## src/rtl/pfb_pkg.sv

```systemverilog
package pfb_pkg;
    typedef enum logic [1:0] {
        ST_IDLE     = 2'd0,
        ST_DEMAND   = 2'd1,
        ST_PREFETCH = 2'd2
    } seq_state_e;
endpackage

```

## src/rtl/pfb_lines.sv

```systemverilog
module pfb_lines #(
    parameter int NUM_LINES = 4,
    parameter int TAG_W     = 28,
    parameter int LINE_W    = 128,
    parameter int IDX_W     = 2
) (
    input  logic              clk,
    input  logic              rst_n,
    input  logic              inv,
    input  logic [TAG_W-1:0]  look_tag,
    output logic              look_hit,
    output logic [IDX_W-1:0]  look_idx,
    output logic [LINE_W-1:0] look_line,
    input  logic [TAG_W-1:0]  probe_tag,
    output logic              probe_hit,
    input  logic              drop_en,
    input  logic [IDX_W-1:0]  drop_idx,
    input  logic              wr_en,
    input  logic [IDX_W-1:0]  wr_idx,
    input  logic [TAG_W-1:0]  wr_tag,
    input  logic [LINE_W-1:0] wr_line
);
    logic [NUM_LINES-1:0] valid_q;
    logic [TAG_W-1:0]     tag_q  [NUM_LINES];
    logic [LINE_W-1:0]    data_q [NUM_LINES];
    logic [NUM_LINES-1:0] match_a;
    logic [NUM_LINES-1:0] match_b;

    for (genvar i = 0; i < NUM_LINES; i++) begin : g_line
        localparam logic [IDX_W-1:0] MY_IDX = IDX_W'(i);

        assign match_a[i] = valid_q[i] && (tag_q[i] == look_tag);
        assign match_b[i] = valid_q[i] && (tag_q[i] == probe_tag);

        always_ff @(posedge clk or negedge rst_n) begin
            if (!rst_n) begin
                valid_q[i] <= 1'b0;
            end else if (inv) begin
                valid_q[i] <= 1'b0;
            end else if (wr_en && wr_idx == MY_IDX) begin
                valid_q[i] <= 1'b1;
            end else if (drop_en && drop_idx == MY_IDX) begin
                valid_q[i] <= 1'b0;
            end
        end

        always_ff @(posedge clk) begin
            if (wr_en && wr_idx == MY_IDX) begin
                tag_q[i]  <= wr_tag;
                data_q[i] <= wr_line;
            end
        end
    end

    assign look_hit  = |match_a;
    assign probe_hit = |match_b;

    always_comb begin
        look_idx  = '0;
        look_line = '0;
        for (int i = 0; i < NUM_LINES; i++) begin
            if (match_a[i]) begin
                look_idx  = look_idx | IDX_W'(i);
                look_line = look_line | data_q[i];
            end
        end
    end

    // Duplicate detection for the checks below.
    logic dup_tag;
    always_comb begin
        dup_tag = 1'b0;
        for (int i = 0; i < NUM_LINES; i++) begin
            for (int j = i + 1; j < NUM_LINES; j++) begin
                if (valid_q[i] && valid_q[j] && tag_q[i] == tag_q[j]) dup_tag = 1'b1;
            end
        end
    end

    // a page never sits in two valid buffers
    a_r4_unique_tags: assert property (@(posedge clk) disable iff (!rst_n) !dup_tag);
    // invalidate empties every buffer on the next edge
    a_r7_inv_empties: assert property (@(posedge clk) disable iff (!rst_n) inv |=> (valid_q == '0));
endmodule

```

## src/rtl/pfb_lru.sv

```systemverilog
module pfb_lru #(
    parameter int NUM_LINES = 4,
    parameter int IDX_W     = 2
) (
    input  logic             clk,
    input  logic             rst_n,
    input  logic             alloc_en,
    input  logic [IDX_W-1:0] alloc_idx,
    input  logic             hit_en,
    input  logic [IDX_W-1:0] hit_idx,
    output logic [IDX_W-1:0] victim
);
    localparam logic [IDX_W-1:0] OLDEST = IDX_W'(NUM_LINES - 1);

    logic [IDX_W-1:0]     age_q   [NUM_LINES];
    logic [IDX_W-1:0]     age_mid [NUM_LINES];
    logic [IDX_W-1:0]     age_d   [NUM_LINES];
    logic [IDX_W-1:0]     target;
    logic [NUM_LINES-1:0] oldest_vec;

    // Allocation is applied first, then the hit, so a hit ends youngest.
    always_comb begin
        for (int j = 0; j < NUM_LINES; j++) begin
            age_mid[j] = age_q[j];
            if (alloc_en) begin
                if (IDX_W'(j) == alloc_idx)            age_mid[j] = '0;
                else if (age_q[j] < age_q[alloc_idx])  age_mid[j] = age_q[j] + 1'b1;
            end
        end
        for (int j = 0; j < NUM_LINES; j++) begin
            age_d[j] = age_mid[j];
            if (hit_en) begin
                if (IDX_W'(j) == hit_idx)                  age_d[j] = '0;
                else if (age_mid[j] < age_mid[hit_idx])    age_d[j] = age_mid[j] + 1'b1;
            end
        end
    end

    always_comb begin
        target = (hit_en && age_q[hit_idx] == OLDEST) ? OLDEST - 1'b1 : OLDEST;
        victim = '0;
        for (int j = 0; j < NUM_LINES; j++) begin
            oldest_vec[j] = (age_q[j] == OLDEST);
            if (age_q[j] == target) victim = IDX_W'(j);
        end
    end

    always_ff @(posedge clk or negedge rst_n) begin
        if (!rst_n) begin
            for (int j = 0; j < NUM_LINES; j++) age_q[j] <= IDX_W'(j);
        end else begin
            for (int j = 0; j < NUM_LINES; j++) age_q[j] <= age_d[j];
        end
    end

    // the ages always form a ranking with a single oldest buffer
    a_r6_one_oldest: assert property (@(posedge clk) disable iff (!rst_n) $onehot(oldest_vec));
    // the buffer hit this cycle is never the replacement choice
    a_r6_victim_not_hit: assert property (@(posedge clk) disable iff (!rst_n) hit_en |-> (victim != hit_idx));
endmodule

```

## src/rtl/pfb_seq.sv

```systemverilog
module pfb_seq
    import pfb_pkg::*;
#(
    parameter int TAG_W = 28,
    parameter int IDX_W = 2
) (
    input  logic             clk,
    input  logic             rst_n,
    input  logic             inv,
    input  logic [1:0]       pf_mode,
    input  logic             req_valid,
    input  logic             req_instr,
    input  logic [TAG_W-1:0] req_tag,
    input  logic             req_hit,
    input  logic             pf_present,
    input  logic [IDX_W-1:0] victim,
    output logic             arr_en,
    output logic [TAG_W-1:0] arr_tag,
    output logic             wr_en,
    output logic [IDX_W-1:0] wr_idx,
    output logic [TAG_W-1:0] wr_tag,
    output logic [TAG_W-1:0] pf_tag
);
    seq_state_e       state_q, state_d;
    logic [IDX_W-1:0] fill_idx_q;
    logic [TAG_W-1:0] fill_tag_q;
    logic             fill_instr_q;
    logic             pf_pend_q;
    logic [TAG_W-1:0] pf_tag_q;
    logic             issue_demand;
    logic             issue_pf;
    logic             pf_allowed;

    assign pf_allowed = fill_instr_q ? pf_mode[0] : pf_mode[1];

    // Next state and outputs.
    always_comb begin
        state_d      = state_q;
        issue_demand = 1'b0;
        issue_pf     = 1'b0;
        wr_en        = 1'b0;
        unique case (state_q)
            ST_IDLE: begin
                if (!inv) begin
                    if (req_valid && !req_hit) begin
                        issue_demand = 1'b1;
                        state_d      = ST_DEMAND;
                    end else if (pf_pend_q && !pf_present) begin
                        issue_pf = 1'b1;
                        state_d  = ST_PREFETCH;
                    end
                end
            end
            ST_DEMAND, ST_PREFETCH: begin
                wr_en   = !inv;
                state_d = ST_IDLE;
            end
            default: state_d = ST_IDLE;
        endcase
        if (inv) state_d = ST_IDLE;
        arr_en  = issue_demand | issue_pf;
        arr_tag = issue_demand ? req_tag : pf_tag_q;
    end

    assign wr_idx = fill_idx_q;
    assign wr_tag = fill_tag_q;
    assign pf_tag = pf_tag_q;

    // State register and fill bookkeeping.
    always_ff @(posedge clk or negedge rst_n) begin
        if (!rst_n) begin
            state_q      <= ST_IDLE;
            fill_idx_q   <= '0;
            fill_tag_q   <= '0;
            fill_instr_q <= 1'b0;
            pf_pend_q    <= 1'b0;
            pf_tag_q     <= '0;
        end else begin
            state_q <= state_d;
            if (arr_en) begin
                fill_idx_q   <= victim;
                fill_tag_q   <= arr_tag;
                fill_instr_q <= req_instr;
            end
            if (inv) begin
                pf_pend_q <= 1'b0;
            end else if (state_q == ST_DEMAND) begin
                pf_pend_q <= pf_allowed;
                pf_tag_q  <= fill_tag_q + TAG_W'(1);
            end else if (state_q == ST_IDLE) begin
                pf_pend_q <= 1'b0;
            end
        end
    end

    // the array never sees reads in consecutive cycles
    a_r9_reads_spaced: assert property (@(posedge clk) disable iff (!rst_n) arr_en |=> !arr_en);
    // every read is written into a buffer next cycle unless invalidated
    a_r2_fill_next_cycle: assert property (@(posedge clk) disable iff (!rst_n) arr_en |=> (wr_en || inv));
    // a prefetch read only ever follows a demand fill
    a_r3_pf_follows_fill: assert property (@(posedge clk) disable iff (!rst_n)
        issue_pf |-> ($past(state_q) == ST_DEMAND));
endmodule

```

## src/rtl/flash_line_prefetch.sv

```systemverilog
module flash_line_prefetch #(
    parameter int AW         = 32,
    parameter int WORD_W     = 32,
    parameter int LINE_WORDS = 4,
    parameter int NUM_LINES  = 4
) (
    input  logic                         clk,
    input  logic                         rst_n,
    input  logic [1:0]                   pf_mode,
    input  logic                         inv,
    input  logic                         req_valid,
    input  logic [AW-1:0]                req_addr,
    input  logic                         req_instr,
    output logic                         req_ready,
    output logic [WORD_W-1:0]            req_rdata,
    output logic                         arr_en,
    output logic [AW-1:0]                arr_addr,
    input  logic [WORD_W*LINE_WORDS-1:0] arr_line
);
    localparam int LINE_W  = WORD_W * LINE_WORDS;
    localparam int BYTE_SH = $clog2(WORD_W / 8);
    localparam int SEL_W   = $clog2(LINE_WORDS);
    localparam int OFF_W   = BYTE_SH + SEL_W;
    localparam int TAG_W   = AW - OFF_W;
    localparam int IDX_W   = $clog2(NUM_LINES);

    logic [TAG_W-1:0]  req_tag;
    logic [SEL_W-1:0]  word_sel;
    logic              hit;
    logic [IDX_W-1:0]  hit_idx;
    logic [LINE_W-1:0] hit_line;
    logic [TAG_W-1:0]  pf_tag;
    logic              pf_present;
    logic [IDX_W-1:0]  victim;
    logic [TAG_W-1:0]  arr_tag;
    logic              wr_en;
    logic [IDX_W-1:0]  wr_idx;
    logic [TAG_W-1:0]  wr_tag;

    assign req_tag   = req_addr[AW-1:OFF_W];
    assign word_sel  = req_addr[BYTE_SH +: SEL_W];
    assign req_ready = req_valid && hit;
    assign req_rdata = hit_line[word_sel*WORD_W +: WORD_W];
    assign arr_addr  = {arr_tag, {OFF_W{1'b0}}};

    pfb_lines #(
        .NUM_LINES(NUM_LINES), .TAG_W(TAG_W), .LINE_W(LINE_W), .IDX_W(IDX_W)
    ) u_lines (
        .clk(clk), .rst_n(rst_n), .inv(inv),
        .look_tag(req_tag), .look_hit(hit), .look_idx(hit_idx), .look_line(hit_line),
        .probe_tag(pf_tag), .probe_hit(pf_present),
        .drop_en(arr_en), .drop_idx(victim),
        .wr_en(wr_en), .wr_idx(wr_idx), .wr_tag(wr_tag), .wr_line(arr_line)
    );

    pfb_lru #(.NUM_LINES(NUM_LINES), .IDX_W(IDX_W)) u_lru (
        .clk(clk), .rst_n(rst_n),
        .alloc_en(arr_en), .alloc_idx(victim),
        .hit_en(req_ready), .hit_idx(hit_idx),
        .victim(victim)
    );

    pfb_seq #(.TAG_W(TAG_W), .IDX_W(IDX_W)) u_seq (
        .clk(clk), .rst_n(rst_n), .inv(inv), .pf_mode(pf_mode),
        .req_valid(req_valid), .req_instr(req_instr), .req_tag(req_tag),
        .req_hit(hit), .pf_present(pf_present), .victim(victim),
        .arr_en(arr_en), .arr_tag(arr_tag),
        .wr_en(wr_en), .wr_idx(wr_idx), .wr_tag(wr_tag), .pf_tag(pf_tag)
    );

    // requests are whole aligned words
    a_r1_word_aligned: assert property (@(posedge clk) disable iff (!rst_n)
        req_valid |-> (req_addr[BYTE_SH-1:0] == '0));
endmodule

```

## config.mk

```make
export PLATFORM = sky130hd
export DESIGN_NAME = flash_line_prefetch
export DESIGN_NICKNAME = d
export VERILOG_FILES = /design/src/rtl/pfb_pkg.sv /design/src/rtl/pfb_lines.sv /design/src/rtl/pfb_lru.sv /design/src/rtl/pfb_seq.sv /design/src/rtl/flash_line_prefetch.sv
export SDC_FILE = /design/constraint.sdc
export NUM_CORES = 1
export LEC_CHECK = 0
export BUFFER_PORTS_ARGS = -buffer_cell sky130_fd_sc_hd__buf_4
export CORE_UTILIZATION = 40
export CTS_CLUSTER_DIAMETER = 80
export DETAILED_ROUTE_END_ITERATION = 8
export GPL_TIMING_DRIVEN = 0
export SETUP_SLACK_MARGIN = 0.4
export SLEW_MARGIN = 15
export SYNTH_ARGS = -nofsm -noshare
export SYNTH_HDL_FRONTEND = slang
export SYNTH_SLANG_ARGS = --single-unit
```

## constraint.sdc

```tcl
create_clock -name clk -period 13.08 [get_ports clk]
set_input_delay 2.616 -clock clk [delete_from_list [all_inputs] [get_ports clk]]
set_output_delay 2.616 -clock clk [all_outputs]
set_load 0.03 [all_outputs]
```

==> metrics list <==
- Result of the run: finished clean
* Y dimension of the die: 274 um
- Post-route minimum period: 10.21 ns
- After synthesis the netlist holds a flip-flop and latch count of 698.
- Crit-path slowest cell: clkbuf_1
- Int Power: 4.18 mW
- Clock root buffer: clkbuf_16
- The HPWL after detailed placement is 67300 um.
- Once placement completed, the tool counted placed cells totaling 3253.
* Met3 Wirelength: 7660 um
- Cell area power density: 165 nW/um^2
- Area fraction of the dominant cell type after synthesis: 63.5%
- The first global-routing pass estimated 131000 um of wire.
- Number of nets with antenna violations after routing: 0
* Post-CTS Hold Fix Bufs: 0
* # Post-CTS Setup Buffers: 0
* Count of instances resized after the clock tree is built: 0
- Once layout is complete, the cells apart from fillers number 3399.
- The final critical path takes up 78.0% of the cycle.
- TritonCTS built the clock tree.
- Start point of the worst hold path: u_seq.fill_instr_q$_DFFE_PN0N_
* Path class of the lowest-slack min-delay path: reg -> reg
- Endpoint arrival time on the critical path: 7.59 ns
* Signed area change from the synthesized netlist to the final layout: 20.1%
- Number of cell rows: 99
- Counting the buffers created by CTS gives 76.
- For this design the total switching power over the nets is 1.66 mW.
* Critical path class: in -> out
- At the pin with the least slew margin, the transition time is 1.10 ns.
* Maximum number of pins on one net before global-route repair: 75
* Top flip-flop cell by instance count after synthesis: edfxtp_1
- Across all setup checks in the final design, the least slack found is 2.87 ns.
* Die Wd: 274 um
- Synthesis produced 2062 cells.
* Total DRC errors in the routed layout: 0
- Before antenna repair, the detailed router went through 9 iterations.
* Average detailed-routed wire length per instance: 27.1 um
- Number of levels the H-tree was split into: 3
- Starting density of the core: 40.4%
- Data on the critical path is required at its endpoint by 10.46 ns.
- Combinational logic burns 16.1% of the power.
- The total overflow left after global routing is 0.
* Total Wirelength: 92100 um
* Achievable clock frequency: 0.0980 GHz
- Fin Clk Skew: 0.0678 ns
- Top-count cell post-synth: edfxtp_1
- By area the synthesized netlist is led by edfxtp_1, xnor2_1, dfrtp_1.
- Mean Syn Cell Area: 14.3 um^2
* Switching Share: 28.5%
- For the final routed database, the setup TNS stands at 0 ns.
- Normalized max-slew margin: 26.5%
* Element type at the critical path end: primary output
* Number of antenna violations at the first check in global routing: 21
- The final route contains 19600 vias.
* Largest stage delay on the critical path: 0.80 ns
- Skew-Pair Late Insertion Delay: 0.67 ns
- Yosys mapped the design onto 72 distinct sky130hd cell types.
- Filler cell count in the final layout: 6313
- Traced cell by cell, the critical path runs through clkbuf_1 > xor2_1 > or4_1 > nor4_1 > and2_1 > buf_2 > clkbuf_1 > clkbuf_1 > a222oi_1 > nand3_1 > o21ai_0 > o21ai_0 > buf_4.
- PortBufs: 195
- 233 I/O pins were placed.
- Registers are responsible for 47.8% of the overall power.
- Setup violations remaining at the end of the flow were counted as 0.
* Number of global-route vias before repair: 19000
- STA classifies the critical path startpoint as an input pin.
* Final slew viol count: 0
* Worst r2r src: u_lines.tag_q[1][0]$_DFFE_PP_
- Routability congestion estimate: 0.943
- The die covers 74800 um^2.
- Of all flip-flops after synthesis, the portion carrying an async set or reset was 10.6%.
- RSZ-0062 raised after global routing: no
* Detail Route met2 WL: 43600 um
* Sequential fraction of the synthesis area: 69.8%
* Post-Place Setup Slack: 2.94 ns
- By count the netlist is led by edfxtp_1, nand2_1, xnor2_1.
* Worst vdd ir: 0.145 mV
- Static Leak: 11.9 nW
* Summed area of non-filler cells in the final layout: 35400 um^2
- After detailed routing, the number of vias per cell comes to 5.75.
* Worst Path Max Fanout: 10
- Max-cap check violation count: 0
- The cell that appears most often on the critical path is clkbuf_1.
- The highest layer touched by signal routing is met5.
- No sink is reached through more buffers than the 3 on the longest clock path.
- Of the total power, the clock network draws 36.2%.
* Routed metal-1 wirelength: 38300 um
* Cell accounting for the most synthesized area: edfxtp_1
* Post-layout net count: 2550
- The final number of hold-violating endpoints came to 0.
- Overall Global Routing Usage: 24.3%
* Area of the mapped netlist: 29500 um^2
* Core area: 73000 um^2
* Startpoint of the worst setup timing path: req_addr[25]
- The placed instances occupy a cell area of 32900 um^2.
* Number of synthesis warnings: 0
* Number of synthesized flops with an enable pin: 624
- CTS clock-pin slew for the worst setup and hold paths: 0.05 ns
* TritonCTS Sinks: 698
- The detailed router finished its first iteration with 2362 violations.
- The post-route netlist has 18.1% of its cells at a drive strength greater than 1.
[final cells by class]
cell class | count | area (um^2) | share of cell area (%)
Buffer | 155 | 646 | 1.82
Inverter | 17 | 66.3 | 0.187
Sequential cell | 698 | 20600 | 58.2
Timing Repair Buffer | 229 | 2170 | 6.14
Clock buffer | 100 | 2050 | 5.80
Multi-Input combinational cell | 1195 | 8230 | 23.2
Tap cell | 959 | 1200 | 3.39
Antenna cell | 6 | 15.0 | 0.0424
Clock inverter | 40 | 430 | 1.22
[sequential cells by signal, summed over array words and instances (netlist names)]
signal	count
u_seq.wr_tag	28
u_lru.age_q	8
u_seq.fill_instr_q	1
u_seq.wr_idx	2
u_seq.pf_tag	28
u_lines.valid_q	4
u_lines.data_q	512
u_seq.state_q	2
u_lines.tag_q	112
u_seq.pf_pend_q	1
[critical path: cells and delay by family]
kind	cells	cell delay [ns]
AO/OA/AOI/OAI	3	0.89
AND/OR/NAND/NOR	4	1.62
XOR/XNOR	1	0.22
buffers and inverters	5	2.22
[power by group through the flow]
stage	sequential, mW	combinational (mW)	clock (mW)
floorplan	2.77	0.556	0
global placement	2.85	0.902	0
detailed placement	2.83	0.928	0
CTS	2.79	0.933	2.14
global route	2.80	0.990	2.22
finish	2.79	0.940	2.11
[metal layers]
layer | vias up | global-route usage (%)
li1 | 8584 | -
met3 | 152 | 5.01
met5 | - | 0
met4 | 28 | 7.56
met1 | 9937 | 33.4
met2 | 850 | 38.6
[through the flow]
step / util, % / hold WS (ns) / total power, mW
2_1_floorplan: - / 0.474 / 3.33
3_3_place_gp: 44.1 / 0.500 / 3.75
3_5_place_dp: 45.1 / 0.520 / 3.76
4_1_cts: 48.5 / 0.533 / 5.86
5_1_grt: 48.5 / 0.552 / 6.01
6_report: 48.5 / 0.527 / 5.85
[cell families after synthesis]
logic type	after synthesis	share of synthesized area, %
other	1	0.0127
xor gates and xnor gates	259	7.69
muxes	62	2.37
and+or+nand+nor	544	8.95
DFF	698	69.8
adders and majority gates	11	0.467
AOI/OAI and AO/OA	315	8.26
buffers and inverters	172	2.41
[final timing paths]
path | endpoint | slack (ns) | cells past startpoint
setup / recovery | req_rdata[23] | 2.87 | 13
hold / removal | u_seq.fill_instr_q$_DFFE_PN0N_ | 0.53 | 1
setup reg to reg | u_lru.age_q[3]$_DFF_PN1_ | 6.23 | 20
hold reg to reg | u_seq.fill_instr_q$_DFFE_PN0N_ | 0.53 | 1
max in group asynchronous | u_lru.age_q[5]$_DFF_PN0_ | 10.19 | 1
min in group asynchronous | u_seq.wr_tag[17]$_DFFE_PN0N_ | 2.17 | 1
[cells in the final DEF (no fill, tap or decap), drive strengths merged, types with 4 or more instances in the layout]
master / count
a211o: 4
a21oi: 13
a222oi: 128
a31oi: 4
and2: 8
and3: 11
buf: 260
bufinv: 4
clkbuf: 224
clkinv: 32
conb: 4
dfrtp: 70
dfstp: 4
diode: 6
edfxtp: 624
ha: 11
inv: 19
mux2: 60
nand2: 254
nand2b: 8
nand3: 93
nand4: 65
nor2: 38
nor3: 13
nor4: 26
o211ai: 33
o21ai: 105
or3: 4
or4: 11
xnor2: 202
xor2: 57
No activity file was read; power rests on OpenSTA's default activity.
